### config.mk
export PLATFORM = sky130hd
export DESIGN_NAME = dtag_walk_check
export DESIGN_NICKNAME = d
export VERILOG_FILES = /design/src/rtl/dtag_pkg.sv /design/src/rtl/dtag_state_decode.sv /design/src/rtl/dtag_parity_check.sv /design/src/rtl/dtag_addr_form.sv /design/src/rtl/dtag_walk_check.sv
export SDC_FILE = /design/constraint.sdc
export NUM_CORES = 1
export LEC_CHECK = 0
export ABC_AREA = 0
export CAP_MARGIN = 5
export CORE_ASPECT_RATIO = 2
export CORE_MARGIN = 3
export CORE_UTILIZATION = 38
export DETAILED_ROUTE_END_ITERATION = 7
export PLACE_DENSITY_LB_ADDON = 0.05
export SLEW_MARGIN = 20
export SYNTH_ARGS = -nofsm -noshare
export SYNTH_HDL_FRONTEND = slang
export SYNTH_SLANG_ARGS = --single-unit
### constraint.sdc
create_clock -name clk -period 2.1 [get_ports clk]
set_clock_uncertainty 0.15 [all_clocks]
set_input_delay 0.21 -clock clk [delete_from_list [all_inputs] [get_ports clk]]
set_output_delay 0.21 -clock clk [all_outputs]
set_load 0.03 [all_outputs]
### src/rtl/dtag_pkg.sv
package dtag_pkg;
    localparam int TAG_HI_W  = 32;
    localparam int TAG_LO_W  = 64;
    localparam int IDX_W     = 13;
    localparam int PA_W      = 40;
    localparam int ST_W      = 5;
    localparam int ST_LSB    = 25;
    localparam int LRU_LSB   = 14;
    localparam int LRU_W     = 8;
    localparam int PTAG_LSB  = 13;
    localparam int BANK_W    = 2;
    localparam int SET_W     = 6;
    localparam int SET_LSB   = 6;
    localparam int BANK_HI_B = 12;
    localparam int BANK_LO_B = 5;
    localparam int NGRP      = 2;

    localparam logic [ST_W-1:0] ENC_SHD = 5'h0F;
    localparam logic [ST_W-1:0] ENC_NCC = 5'h13;
    localparam logic [ST_W-1:0] ENC_NCD = 5'h19;
    localparam logic [ST_W-1:0] ENC_CCL = 5'h16;
    localparam logic [ST_W-1:0] ENC_CDR = 5'h1C;
    localparam logic [ST_W-1:0] ENC_INV = 5'h00;

    typedef enum logic [2:0] {
        CODE_INV = 3'd0,
        CODE_SHD = 3'd1,
        CODE_NCC = 3'd2,
        CODE_NCD = 3'd3,
        CODE_CCL = 3'd4,
        CODE_CDR = 3'd5,
        CODE_BAD = 3'd7
    } st_code_e;

    typedef enum logic [1:0] {
        S_IDLE   = 2'd0,
        S_FETCH  = 2'd1,
        S_REPORT = 2'd2,
        S_DONE   = 2'd3
    } walk_st_e;
endpackage

### src/rtl/dtag_state_decode.sv
module dtag_state_decode
    import dtag_pkg::*;
(
    input  logic [ST_W-1:0] raw,
    output st_code_e        code,
    output logic            legal
);
    always_comb begin
        legal = 1'b1;
        unique case (raw)
            ENC_SHD: code = CODE_SHD;
            ENC_NCC: code = CODE_NCC;
            ENC_NCD: code = CODE_NCD;
            ENC_CCL: code = CODE_CCL;
            ENC_CDR: code = CODE_CDR;
            ENC_INV: begin
                code  = CODE_INV;
                legal = 1'b0;
            end
            default: begin
                code  = CODE_BAD;
                legal = 1'b0;
            end
        endcase
    end
endmodule

### src/rtl/dtag_parity_check.sv
module dtag_parity_check
    import dtag_pkg::*;
(
    input  logic [TAG_LO_W-1:0] tag_lo,
    input  logic                enable,
    output logic                fault
);
    localparam int GRP_HI [NGRP] = '{39, 25};
    localparam int GRP_LO [NGRP] = '{26, 13};
    localparam int GRP_CK [NGRP] = '{11, 10};

    logic [NGRP-1:0] mism;

    generate
        for (genvar g = 0; g < NGRP; g++) begin : g_grp
            assign mism[g] = tag_lo[GRP_CK[g]] ^ (^tag_lo[GRP_HI[g]:GRP_LO[g]]);
        end
    endgenerate

    assign fault = enable & (|mism);
endmodule

### src/rtl/dtag_addr_form.sv
module dtag_addr_form
    import dtag_pkg::*;
(
    input  logic [IDX_W-1:0]    idx,
    input  logic [TAG_LO_W-1:0] tag_lo,
    output logic [PA_W-1:0]     pa,
    output logic [BANK_W-1:0]   bank,
    output logic [SET_W-1:0]    set_no
);
    assign pa     = {tag_lo[PA_W-1:PTAG_LSB], idx};
    assign bank   = {idx[BANK_HI_B], idx[BANK_LO_B]};
    assign set_no = idx[SET_LSB +: SET_W];
endmodule

### src/rtl/dtag_walk_check.sv
module dtag_walk_check
    import dtag_pkg::*;
#(
    parameter int NUM_WAYS = 4,
    localparam int WAY_W   = (NUM_WAYS > 1) ? $clog2(NUM_WAYS) : 1
)(
    input  logic                clk,
    input  logic                rst_n,
    input  logic                start,
    input  logic [IDX_W-1:0]    idx,
    output logic                rd_req,
    output logic [WAY_W-1:0]    rd_way,
    input  logic                rd_valid,
    input  logic [TAG_HI_W-1:0] tag_hi,
    input  logic [TAG_LO_W-1:0] tag_lo,
    output logic                res_valid,
    output logic [WAY_W-1:0]    res_way,
    output logic                res_state_err,
    output logic                res_addr_err,
    output logic [2:0]          res_code,
    output logic [PA_W-1:0]     res_pa,
    output logic [BANK_W-1:0]   res_bank,
    output logic [SET_W-1:0]    res_set,
    output logic [LRU_W-1:0]    lru_order,
    output logic                done,
    output logic                acc_state_err,
    output logic                acc_addr_err
);
    localparam logic [WAY_W-1:0] LAST_WAY = WAY_W'(NUM_WAYS - 1);

    walk_st_e         state_q, state_d;
    logic [WAY_W-1:0] way_q, way_d;
    logic [IDX_W-1:0] idx_q;

    st_code_e          dec_code;
    logic              dec_legal;
    logic              par_fault;
    logic [PA_W-1:0]   f_pa;
    logic [BANK_W-1:0] f_bank;
    logic [SET_W-1:0]  f_set;

    logic start_ok, cap;
    assign start_ok = (state_q == S_IDLE) && start;
    assign cap      = (state_q == S_FETCH) && rd_valid;

    dtag_state_decode u_dec (
        .raw   (tag_hi[ST_LSB +: ST_W]),
        .code  (dec_code),
        .legal (dec_legal)
    );

    dtag_parity_check u_par (
        .tag_lo (tag_lo),
        .enable (dec_legal),
        .fault  (par_fault)
    );

    dtag_addr_form u_addr (
        .idx    (idx_q),
        .tag_lo (tag_lo),
        .pa     (f_pa),
        .bank   (f_bank),
        .set_no (f_set)
    );

    // state register
    always_ff @(posedge clk) begin
        if (!rst_n) begin
            state_q <= S_IDLE;
            way_q   <= '0;
        end else begin
            state_q <= state_d;
            way_q   <= way_d;
        end
    end

    // transitions
    always_comb begin
        state_d = state_q;
        way_d   = way_q;
        unique case (state_q)
            S_IDLE: begin
                if (start) begin
                    state_d = S_FETCH;
                    way_d   = '0;
                end
            end
            S_FETCH: begin
                if (rd_valid) state_d = S_REPORT;
            end
            S_REPORT: begin
                if (way_q == LAST_WAY) begin
                    state_d = S_DONE;
                end else begin
                    state_d = S_FETCH;
                    way_d   = way_q + 1'b1;
                end
            end
            S_DONE: state_d = S_IDLE;
        endcase
    end

    // outputs from state
    always_comb begin
        rd_req    = 1'b0;
        res_valid = 1'b0;
        done      = 1'b0;
        unique case (state_q)
            S_IDLE:   ;
            S_FETCH:  rd_req    = 1'b1;
            S_REPORT: res_valid = 1'b1;
            S_DONE:   done      = 1'b1;
        endcase
    end
    assign rd_way = way_q;

    // result capture and accumulation
    always_ff @(posedge clk) begin
        if (!rst_n) begin
            idx_q         <= '0;
            res_way       <= '0;
            res_state_err <= 1'b0;
            res_addr_err  <= 1'b0;
            res_code      <= CODE_INV;
            res_pa        <= '0;
            res_bank      <= '0;
            res_set       <= '0;
            lru_order     <= '0;
            acc_state_err <= 1'b0;
            acc_addr_err  <= 1'b0;
        end else begin
            if (start_ok) begin
                idx_q         <= idx;
                acc_state_err <= 1'b0;
                acc_addr_err  <= 1'b0;
                lru_order     <= '0;
            end
            if (cap) begin
                res_way       <= way_q;
                res_state_err <= ~dec_legal;
                res_addr_err  <= par_fault;
                res_code      <= dec_code;
                res_pa        <= f_pa;
                res_bank      <= f_bank;
                res_set       <= f_set;
                acc_state_err <= acc_state_err | ~dec_legal;
                acc_addr_err  <= acc_addr_err | par_fault;
                if (way_q == '0) lru_order <= tag_hi[LRU_LSB +: LRU_W];
            end
        end
    end

    AST_ADDR_ONLY_LEGAL: assert property (@(posedge clk) disable iff (!rst_n)
        (res_valid && res_state_err) |-> !res_addr_err);
    AST_CODE_FLAG_AGREE: assert property (@(posedge clk) disable iff (!rst_n)
        res_valid |-> (res_state_err == (res_code == CODE_INV || res_code == CODE_BAD)));
    AST_DONE_AFTER_REPORT: assert property (@(posedge clk) disable iff (!rst_n)
        done |-> $past(res_valid));
    AST_REQ_EXCLUSIVE: assert property (@(posedge clk) disable iff (!rst_n)
        rd_req |-> (!res_valid && !done));
    AST_ACC_HELD: assert property (@(posedge clk) disable iff (!rst_n)
        (acc_state_err && !start) |=> acc_state_err);
    AST_ACC_COVERS_WAY: assert property (@(posedge clk) disable iff (!rst_n)
        (res_valid && res_addr_err) |=> acc_addr_err);
    AST_IDX_STABLE: assert property (@(posedge clk) disable iff (!rst_n)
        (res_valid && $past(res_valid) == 1'b0 && res_way != '0) |-> $stable(res_bank));
endmodule

# Word level (Yosys, flattened, before mapping)
# Cells that the tools add are included.
[totals]
reg_bits = 82
input_bits = 113
word_cells = 63
[classes]
add_sub_neg = 1
n_eq_ne = 12
mux = 18
bitwise = 6
n_reduce_logical = 13
[op_table]
columns = ["operator", "count"]
rows = [
  ["$mux 8", 3],
  ["$eq 5x5->1 const B", 4],
  ["$pmux 3 s6", 1],
  ["$reduce_xor 14->1", 1],
  ["$reduce_xor 13->1", 1],
  ["$mux 2", 5],
  ["$pmux 2 s4", 1],
  ["$mux 1", 7],
  ["$eq 2x2->1 const B", 3],
  ["$ne 2x2->1 const B", 3],
  ["$eq 5x4->1 const B", 1],
  ["$logic_not 5->1", 1],
  ["$reduce_or 5->1", 1],
  ["$logic_not 2->1", 2],
  ["$pmux 2 s2", 1],
  ["$reduce_bool 2->1", 2],
  ["$reduce_and 3->1", 1],
  ["$add 2x1->2 const B", 1],
  ["$eq 2x1->1 const B", 1],
  ["$logic_and 1x1->1", 2],
  ["$or 1x1->1", 2],
  ["$reduce_and 2->1", 1],
  ["$reduce_or 2->1", 1],
  ["$xor 1x1->1", 2],
  ["2 further kinds", 2],
]

# Logic depth before layout (Yosys ltp)
# Gate-level depths: netlist of the first run.
[logic_depth]
depth_word = 6
mapped_depth = 6
depth_no_buf = 5

# Cells and area by module
# Synthesis of the first run repeated with hierarchy kept, for this count alone.
[unflattened]
hier_cells = 434
hier_area_um2 = 3601.0
[by_module_without_submodules]
columns = ["module", "n_inst", "cells_each", "area_per_inst_um2", "seq_area_each_um2"]
rows = [
  ["dtag_walk_check", 1, 349, 2871.5, 1641.6],
  ["dtag_addr_form", 1, 48, 360.3, 0.0],
  ["dtag_parity_check", 1, 23, 269.0, 0.0],
  ["dtag_state_decode", 1, 14, 100.1, 0.0],
]

# Worst setup path after synthesis of the first run
# OpenSTA, ideal clock, no wires.
[synth_timing]
kind = "register to register"
from = "reg state_q[1]"
to = "reg res_code[0]"
setup_time_ns = 0.118
t_arrival_ns = 1.412
path_slack_ns = 0.420
stages_incl_launch_ff = 7
path_buffers = 2
synth_period_minus_slack_ns = 1.680
cell_sequence = "dfxtp_1 and2b_1 nand2_1 buf_2 buf_2 nor3_1 nor2_1"
[synth_between]
elab_chain_len = 2
[synth_lines]
columns = ["item", "line_no", "rtl"]
rows = [
  ["from (decl)", "dtag_walk_check.sv:31", "walk_st_e state_q, state_d;"],
  ["from (signal assigned)", "dtag_walk_check.sv:72", "state_q <= state_d;"],
  ["$eq 2x1->1", "dtag_walk_check.sv:44", "assign cap = (state_q == S_FETCH) && rd_valid;"],
  ["$logic_and 1x1->1", "dtag_walk_check.sv:44", ""],
  ["to (signal assigned)", "dtag_walk_check.sv:142", "res_code <= dec_code;"],
  ["to (decl)", "dtag_walk_check.sv:20", "output logic [2:0] res_code,"],
]
# Every way passes these cells.
# A chain may end at the register's enable or synchronous reset.

# Worst setup path in the final report of the first run
[layout_timing]
from = "in tag_lo[19]"
to = "reg res_addr_err"
[layout_between]
elab_chain_len = 4
[layout_lines]
columns = ["item", "line_no", "rtl"]
rows = [
  ["from (decl)", "dtag_walk_check.sv:15", "input logic [TAG_LO_W-1:0] tag_lo,"],
  ["$reduce_xor 13->1", "dtag_parity_check.sv:16", "assign mism[g] = tag_lo[GRP_CK[g]] ^ (^tag_lo[GRP_HI[g]:GRP_LO[g]]);"],
  ["$xor 1x1->1", "dtag_parity_check.sv:16", ""],
  ["$reduce_or 2->1", "dtag_parity_check.sv:20", "assign fault = enable & (|mism);"],
  ["$and 1x1->1", "dtag_parity_check.sv:20", ""],
  ["to (signal assigned)", "dtag_walk_check.sv:141", "res_addr_err <= par_fault;"],
  ["to (decl)", "dtag_walk_check.sv:19", "output logic res_addr_err,"],
]
# Every way passes these cells.

==> results of run 1 <==
-- final cells by class --
type,instances,share of cell area (%)
clock buffers,10,4.76
flip-flops and latches,74,30.8
inverters,4,0.312
well taps,96,2.49
repair buffers,136,28.1
clock inverters,6,1.20
multi-input cells,266,32.4
-- critical path: stages --
cell and delay (ns):
clkdlybuf4s50_1 0.49, xor2_1 0.17, xnor3_1 0.40, xnor3_1 0.40, o2111ai_2 0.22, nand2_1 0.07
-- report_power, final --
part | switching (µW) | internal (µW)
sequential | 26.4 | 1460
clock | 560 | 910
combinational | 293 | 326
-- how the worst max path moves through the flow --
stage	startpoint	cells past startpoint	end
global placement	tag_lo[19]	6	acc_addr_err
floorplan	state_q[1]	6	res_code[0]
detailed placement	tag_lo[19]	6	res_addr_err
global route	tag_lo[19]	6	acc_addr_err
finish	tag_lo[19]	6	res_addr_err
CTS	state_q[1]	2	rd_req
-- per-stage QoR --
step	area, µm²	utilization (%)	setup TNS [ns]
floorplan	3220	-	0
global placement	4520	55.7	-0.329
detailed placement	4520	55.7	-0.368
CTS	4810	59.3	0
finish	4810	59.3	0
global route	4810	59.3	0
-- synthesized netlist by cell type (all sizes together), types with 2 or more instances --
master and number:
xnor2 15, inv 4, ha 2, nor2 4
nand2 131, nand3 12, xnor3 5, xor2 4
buf 17, nor2b 4, a31oi 2, dfxtp 74
a21boi 68, nor4 2, clkbuf 14, nor3 2
and2 4
-- cells by family (layout without fill, tap and decap cells) --
logic type	count (synthesis)	in the layout
simple gates	162	162
compound gates	78	78
flops	74	74
buf+inv	35	156
xor+xnor	24	24
fa+ha+maj	2	2
-- routing by layer --
layer | GRT usage, % | up-vias
met5 | 0 | -
met4 | 9.52 | 0
met3 | 4.44 | 13
met2 | 31.7 | 80
met1 | 18.3 | 1296
li1 | - | 1450
-- placed cells by master, fill, tap and decap left out, types with 2 or more instances in the layout --
cell / n
a21boi_1: 68
a31oi_1: 2
and2_1: 3
buf_4: 7
clkbuf_16: 9
clkdlybuf4s50_1: 125
clkinv_2: 4
dfxtp_1: 74
dlymetal6s2s_1: 2
ha_1: 2
inv_1: 4
nand2_1: 130
nand3_1: 12
nor2_1: 4
nor2b_1: 4
nor3_1: 2
nor4_1: 2
xnor2_1: 15
xnor3_1: 5
xor2_1: 4
-- timing repair --
action,in CTS,in global routing
setup buffers,0,0
setup endpoints to repair,0,2
endpoints found under the hold margin,0,0
gates resized for setup,0,2
-- state kept, by name (all words and copies together), names as in the netlist, 2 cells and up --
signal / flops
res_pa: 40
rd_way: 2
res_way: 2
res_code: 3
idx_q: 13
state_q: 2
lru_order: 8
==> results.py, run 1 <==
metrics = {
    "outcome": {
        "run_status": "completed",
    },
    "logic_synthesis": {
        "synthMuxAreaShare_pct": 0,
        "yosysUniqueCellTypes": 31,
        "synth_ff_type": "dfxtp_1",
        "yosysSeqAreaShare_pct": 46.0,
        "synth_top_family_by_area": "simple AND/OR/NAND/NOR gates",
        "synthAdderAreaFrac_pct": 0.777,
        "postSynthAreaPerCell_um2": 8.58,
        "synthArstFlopShare_pct": 0,
        "synth_fp_nets": 490,
        "synth_xor_area_share_pct": 8.67,
        "synth_edf_count": 0,
        "netlist_area_um2": 3220,
        "yosysTopAreaCell": "dfxtp_1",
        "synth-seq-cells": 74,
        "synthSimpleGateAreaFrac_pct": 20.6,
        "synthCells": 375,
        "synthTopCellsByArea": "dfxtp_1, a21boi_1, nand2_1, xnor2_1, xnor3_1",
        "yosys.area.top_type_share_pct": 46.0,
        "yosys_warnings": 0,
        "synth_compound_area_share_pct": 18.2,
    },
    "floorplan": {
        "die_w_um": 71.1,
        "start_util_pct": 39.7,
        "die-area_um2": 9680,
        "die_y_um": 136,
        "rows": 46,
        "core_um2": 8120,
        "io_pins": 183,
    },
    "worst_hold_path": {
        "hold_depth": 2,
        "min_from": "rst_n",
        "holdPathEnd": "acc_state_err",
        "hold_path.class": "in -> reg",
    },
    "clock_tree": {
        "cts_max_path_buffers": 2,
        "cts_made_buffers": 9,
        "path_clk_slew_ns": 0.05,
        "cts-htree-levels": 3,
        "ctsHoldBuffers": 0,
        "cts_tree": "done",
        "cts.sinks": 74,
        "clock_latency_ns": 0.33,
        "cts_root_buf": "clkbuf_16",
    },
    "route": {
        "dr_wl_met2_um": 4410,
        "route.detailed.drc": 0,
        "met1Wirelength_um": 3180,
        "routed-wl-met3_um": 468,
        "drt_iter0_drc": 157,
        "vias": 2839,
        "vias_per_cell": 4.80,
        "avgRoutedWirePerCell_um": 13.9,
        "dr.max_layer_used": "met4",
        "wl_um": 8250,
        "ant_nets": 0,
        "drtPass1Iterations": 4,
    },
    "critical_path": {
        "cp-start-kind": "input pin",
        "rr_endpoint": "res_code[1]",
        "rrSetupSlack_ns": 0.50,
        "critPathKind": "in -> reg",
        "worst-path-max-fanout": 2,
        "required_ns": 2.16,
        "cp.arrival_ns": 1.97,
        "cp-end-kind": "register",
        "r2r-start": "state_q[1]",
        "r2r_cells": 5,
    },
    "job": {
        "timing.max_cap.violations": 0,
    },
    "timing": {
        "timing.final.max_slew_violations": 0,
        "finalCritPeriodShare_pct": 90.9,
        "setup_viol": 0,
        "fmax_mhz": 524,
        "relSlewSlack_pct": 64.7,
        "fin_ws_ns": 0.192,
        "hold-worst-slack_ns": 0.259,
        "worst_pin_slew_ns": 0.529,
        "period_needed_ns": 1.91,
        "hold_viol_final": 0,
        "rsz0062_at_grt": "no",
    },
    "final_layout": {
        "seqCellArea_um2": 1480,
        "drive_above_1_share_pct": 5.44,
        "n_antenna_cell": 0,
        "n_fill_cell": 786,
        "multi_input_area_um2": 1560,
        "area_delta_synth_final_pct": 49.6,
        "final_cells": 592,
        "nNetsFinal": 606,
    },
    "global_routing": {
        "grt_max_degree": 46,
        "grt_pass1_vias": 2775,
        "grt_usage_pct": 17.6,
        "grt_first_pass_wirelength_um": 13200,
        "grt_overflow_total": 0,
        "antenna_found_initial": 0,
    },
    "pwr": {
        "p_leak_uw": 0.00181,
        "irDropWorstVdd_v": 0.000486,
        "power_density_nw_per_um2": 742,
        "totalPowerFinal_uw": 3570,
    },
    "placed_design": {
        "dp.cells": 576,
        "gp_congestion": 0.728,
        "dp_slack_ns": -0.189,
        "port_buffers": 128,
        "post-dp-hpwl_um": 5990,
    },
}
No activity file was read; power rests on OpenSTA's default activity.
==> run 2: changes to the inputs <==
GPL_TIMING_DRIVEN = 0   (was unset)
==> run 2 against run 1 <==
Effect of this change: non-clock buffer count is 22 higher; worst hold slack worse by 0.24 ns; sequential share of layout area decreased by 0.65 points; sequential cell count stayed put; critical path depth fell by 4; sequential power about the same; combinational power increased by 1%.
==> results.py, run 2 (synthesis gave the netlist of run 1 again) <==
metrics = {
    "clock_tree": {
        "clock_latency_ns": 0.33,
        "cts_resized": 0,
        "cts_tree": "done",
        "ctsHoldBuffers": 0,
        "postCtsSetupBuffers": 0,
        "cts_max_path_buffers": 2,
        "cts.sinks": 74,
        "cts-htree-levels": 3,
        "cts_made_buffers": 9,
        "cts_root_buf": "clkbuf_16",
        "path_clk_slew_ns": 0.05,
    },
    "pwr": {
        "power_density_nw_per_um2": 752,
        "totalPowerFinal_uw": 3700,
        "irDropWorstVdd_v": 0.000450,
        "p_leak_uw": 0.00184,
    },
    "final_layout": {
        "final_cells": 612,
        "nNetsFinal": 628,
        "fin_util_pct": 60.6,
        "n_fill_cell": 751,
        "n_antenna_cell": 0,
        "drive_above_1_share_pct": 5.81,
        "final_cell_mix": "nand2_1, clkdlybuf4s50_1, dfxtp_1, a21boi_1",
        "top_register": "res_pa",
        "largest_reg_flops": 40,
        "layout_commonest_cell": "nand2_1",
        "top_regs": "res_pa x40, idx_q x13, lru_order x8",
        "area_delta_synth_final_pct": 52.8,
    },
    "critical_path": {
        "path_buf_inv": 1,
        "cp-start-kind": "register",
        "crit_chain": "and2b_1, clkdlybuf4s50_1",
        "cp.arrival_ns": 1.64,
        "cp_slowest_cell": "clkdlybuf4s50_1",
        "crit_family": "buffers and inverters",
        "required_ns": 1.74,
        "worst-path-max-fanout": 5,
        "cp-end-kind": "output pin",
        "slowest_delay_ns": 0.70,
        "critPathKind": "reg -> out",
    },
    "placed_design": {
        "dp_slack_ns": -0.180,
        "post-dp-hpwl_um": 6790,
        "gp_congestion": 0.753,
        "dp.cells": 598,
        "port_buffers": 127,
    },
    "route": {
        "ant_nets": 0,
        "drt_iter0_drc": 84,
        "vias_per_cell": 4.86,
        "wl_um": 8720,
        "vias": 2972,
        "route.detailed.drc": 0,
        "drtPass1Iterations": 4,
        "avgRoutedWirePerCell_um": 14.2,
    },
    "global_routing": {
        "grt_usage_pct": 18.6,
        "antenna_found_initial": 0,
        "grt_first_pass_wirelength_um": 13900,
        "grt_overflow_total": 0,
        "grt_pass1_vias": 2943,
        "grt_max_degree": 12,
    },
    "floorplan": {
        "die_y_um": 136,
        "die_w_um": 71.1,
        "core_um2": 8120,
        "die-area_um2": 9680,
        "io_pins": 183,
        "start_util_pct": 39.7,
        "rows": 46,
    },
    "timing": {
        "setup_viol": 0,
        "hold_viol_final": 0,
        "period_needed_ns": 2.00,
        "rsz0062_at_grt": "no",
        "fin_tns_setup_ns": 0,
        "fin_ws_ns": 0.0995,
        "relSlewSlack_pct": 64.2,
        "fmax_mhz": 500,
        "finalCritPeriodShare_pct": 95.3,
        "timing.final.max_slew_violations": 0,
        "worst_pin_slew_ns": 0.537,
    },
    "outcome": {
        "run_status": "completed",
    },
    "job": {
        "timing.max_cap.violations": 0,
    },
    "worst_hold_path": {
        "hold_path.class": "in -> reg",
    },
}
[run 2: changes by cell type in the layout (fill, tap and decap cells not counted), moves of 2 or more]
cell,previous run,this run
clkbuf_1,1,15
buf_2,1,6
clkinv_2,4,1
buf_6,0,2
clkdlybuf4s50_1,125,127
dlymetal6s2s_1,2,0
[run 2: power by group]
group          switching, µW  internal (µW)
clock                    527           1060
sequential              28.6           1460
combinational            300            328
[run 2: worst register-to-register path, delay by kind of cell, from the launching register on]
kind | cells | cell delay, ns
buffers and inverters | 2 | 0.56
AND/OR/NAND/NOR | 3 | 0.54
flip-flops | 1 | 0.37
AO/OA/AOI/OAI | 1 | 0.14
[run 2: per-layer routing]
| layer | track usage, % | wire length [µm] | vias to the layer above | part of all wire (%) |
|---|---|---|---|---|
| met5 | 0 | 0 | - | 0 |
| met4 | 9.73 | 207 | 0 | 2.4 |
| met3 | 4.07 | 467 | 15 | 5.4 |
| met2 | 34.4 | 4880 | 88 | 56 |
| met1 | 19.1 | 3170 | 1367 | 36 |
| li1 | - | - | 1502 | - |
[run 2: path summary, 6_finish.rpt]
kind | from | end | slack [ns] | cells past startpoint
worst min register to register | res_pa[17] | res_pa[17] | 0.30 | 2
worst min-delay path | rst_n | lru_order[3] | 0.02 | 2
worst max register to register | state_q[1] | res_pa[34] | 0.28 | 6
worst max-delay path | state_q[1] | rd_req | 0.1 | 2
[run 2: stage by stage]
step | cell area (µm²) | hold WS (ns)
2_1_floorplan | 3220 | 0.195
3_3_place_gp | 4610 | 0.288
3_5_place_dp | 4610 | 0.294
4_1_cts | 4920 | 0.0133
5_1_grt | 4920 | 0.0184
6_report | 4920 | 0.0216
[run 2: cell type report]
class,instances,area (µm²),share of cell area (%)
clock buffer,11,243,4.94
clock inverter,3,65.1,1.32
sequential,74,1480,30.1
timing repair buffer,127,1270,25.8
tap,96,120,2.44
multi-input combinational,266,1550,31.6
inverter,4,15.0,0.305
buffer,31,169,3.43
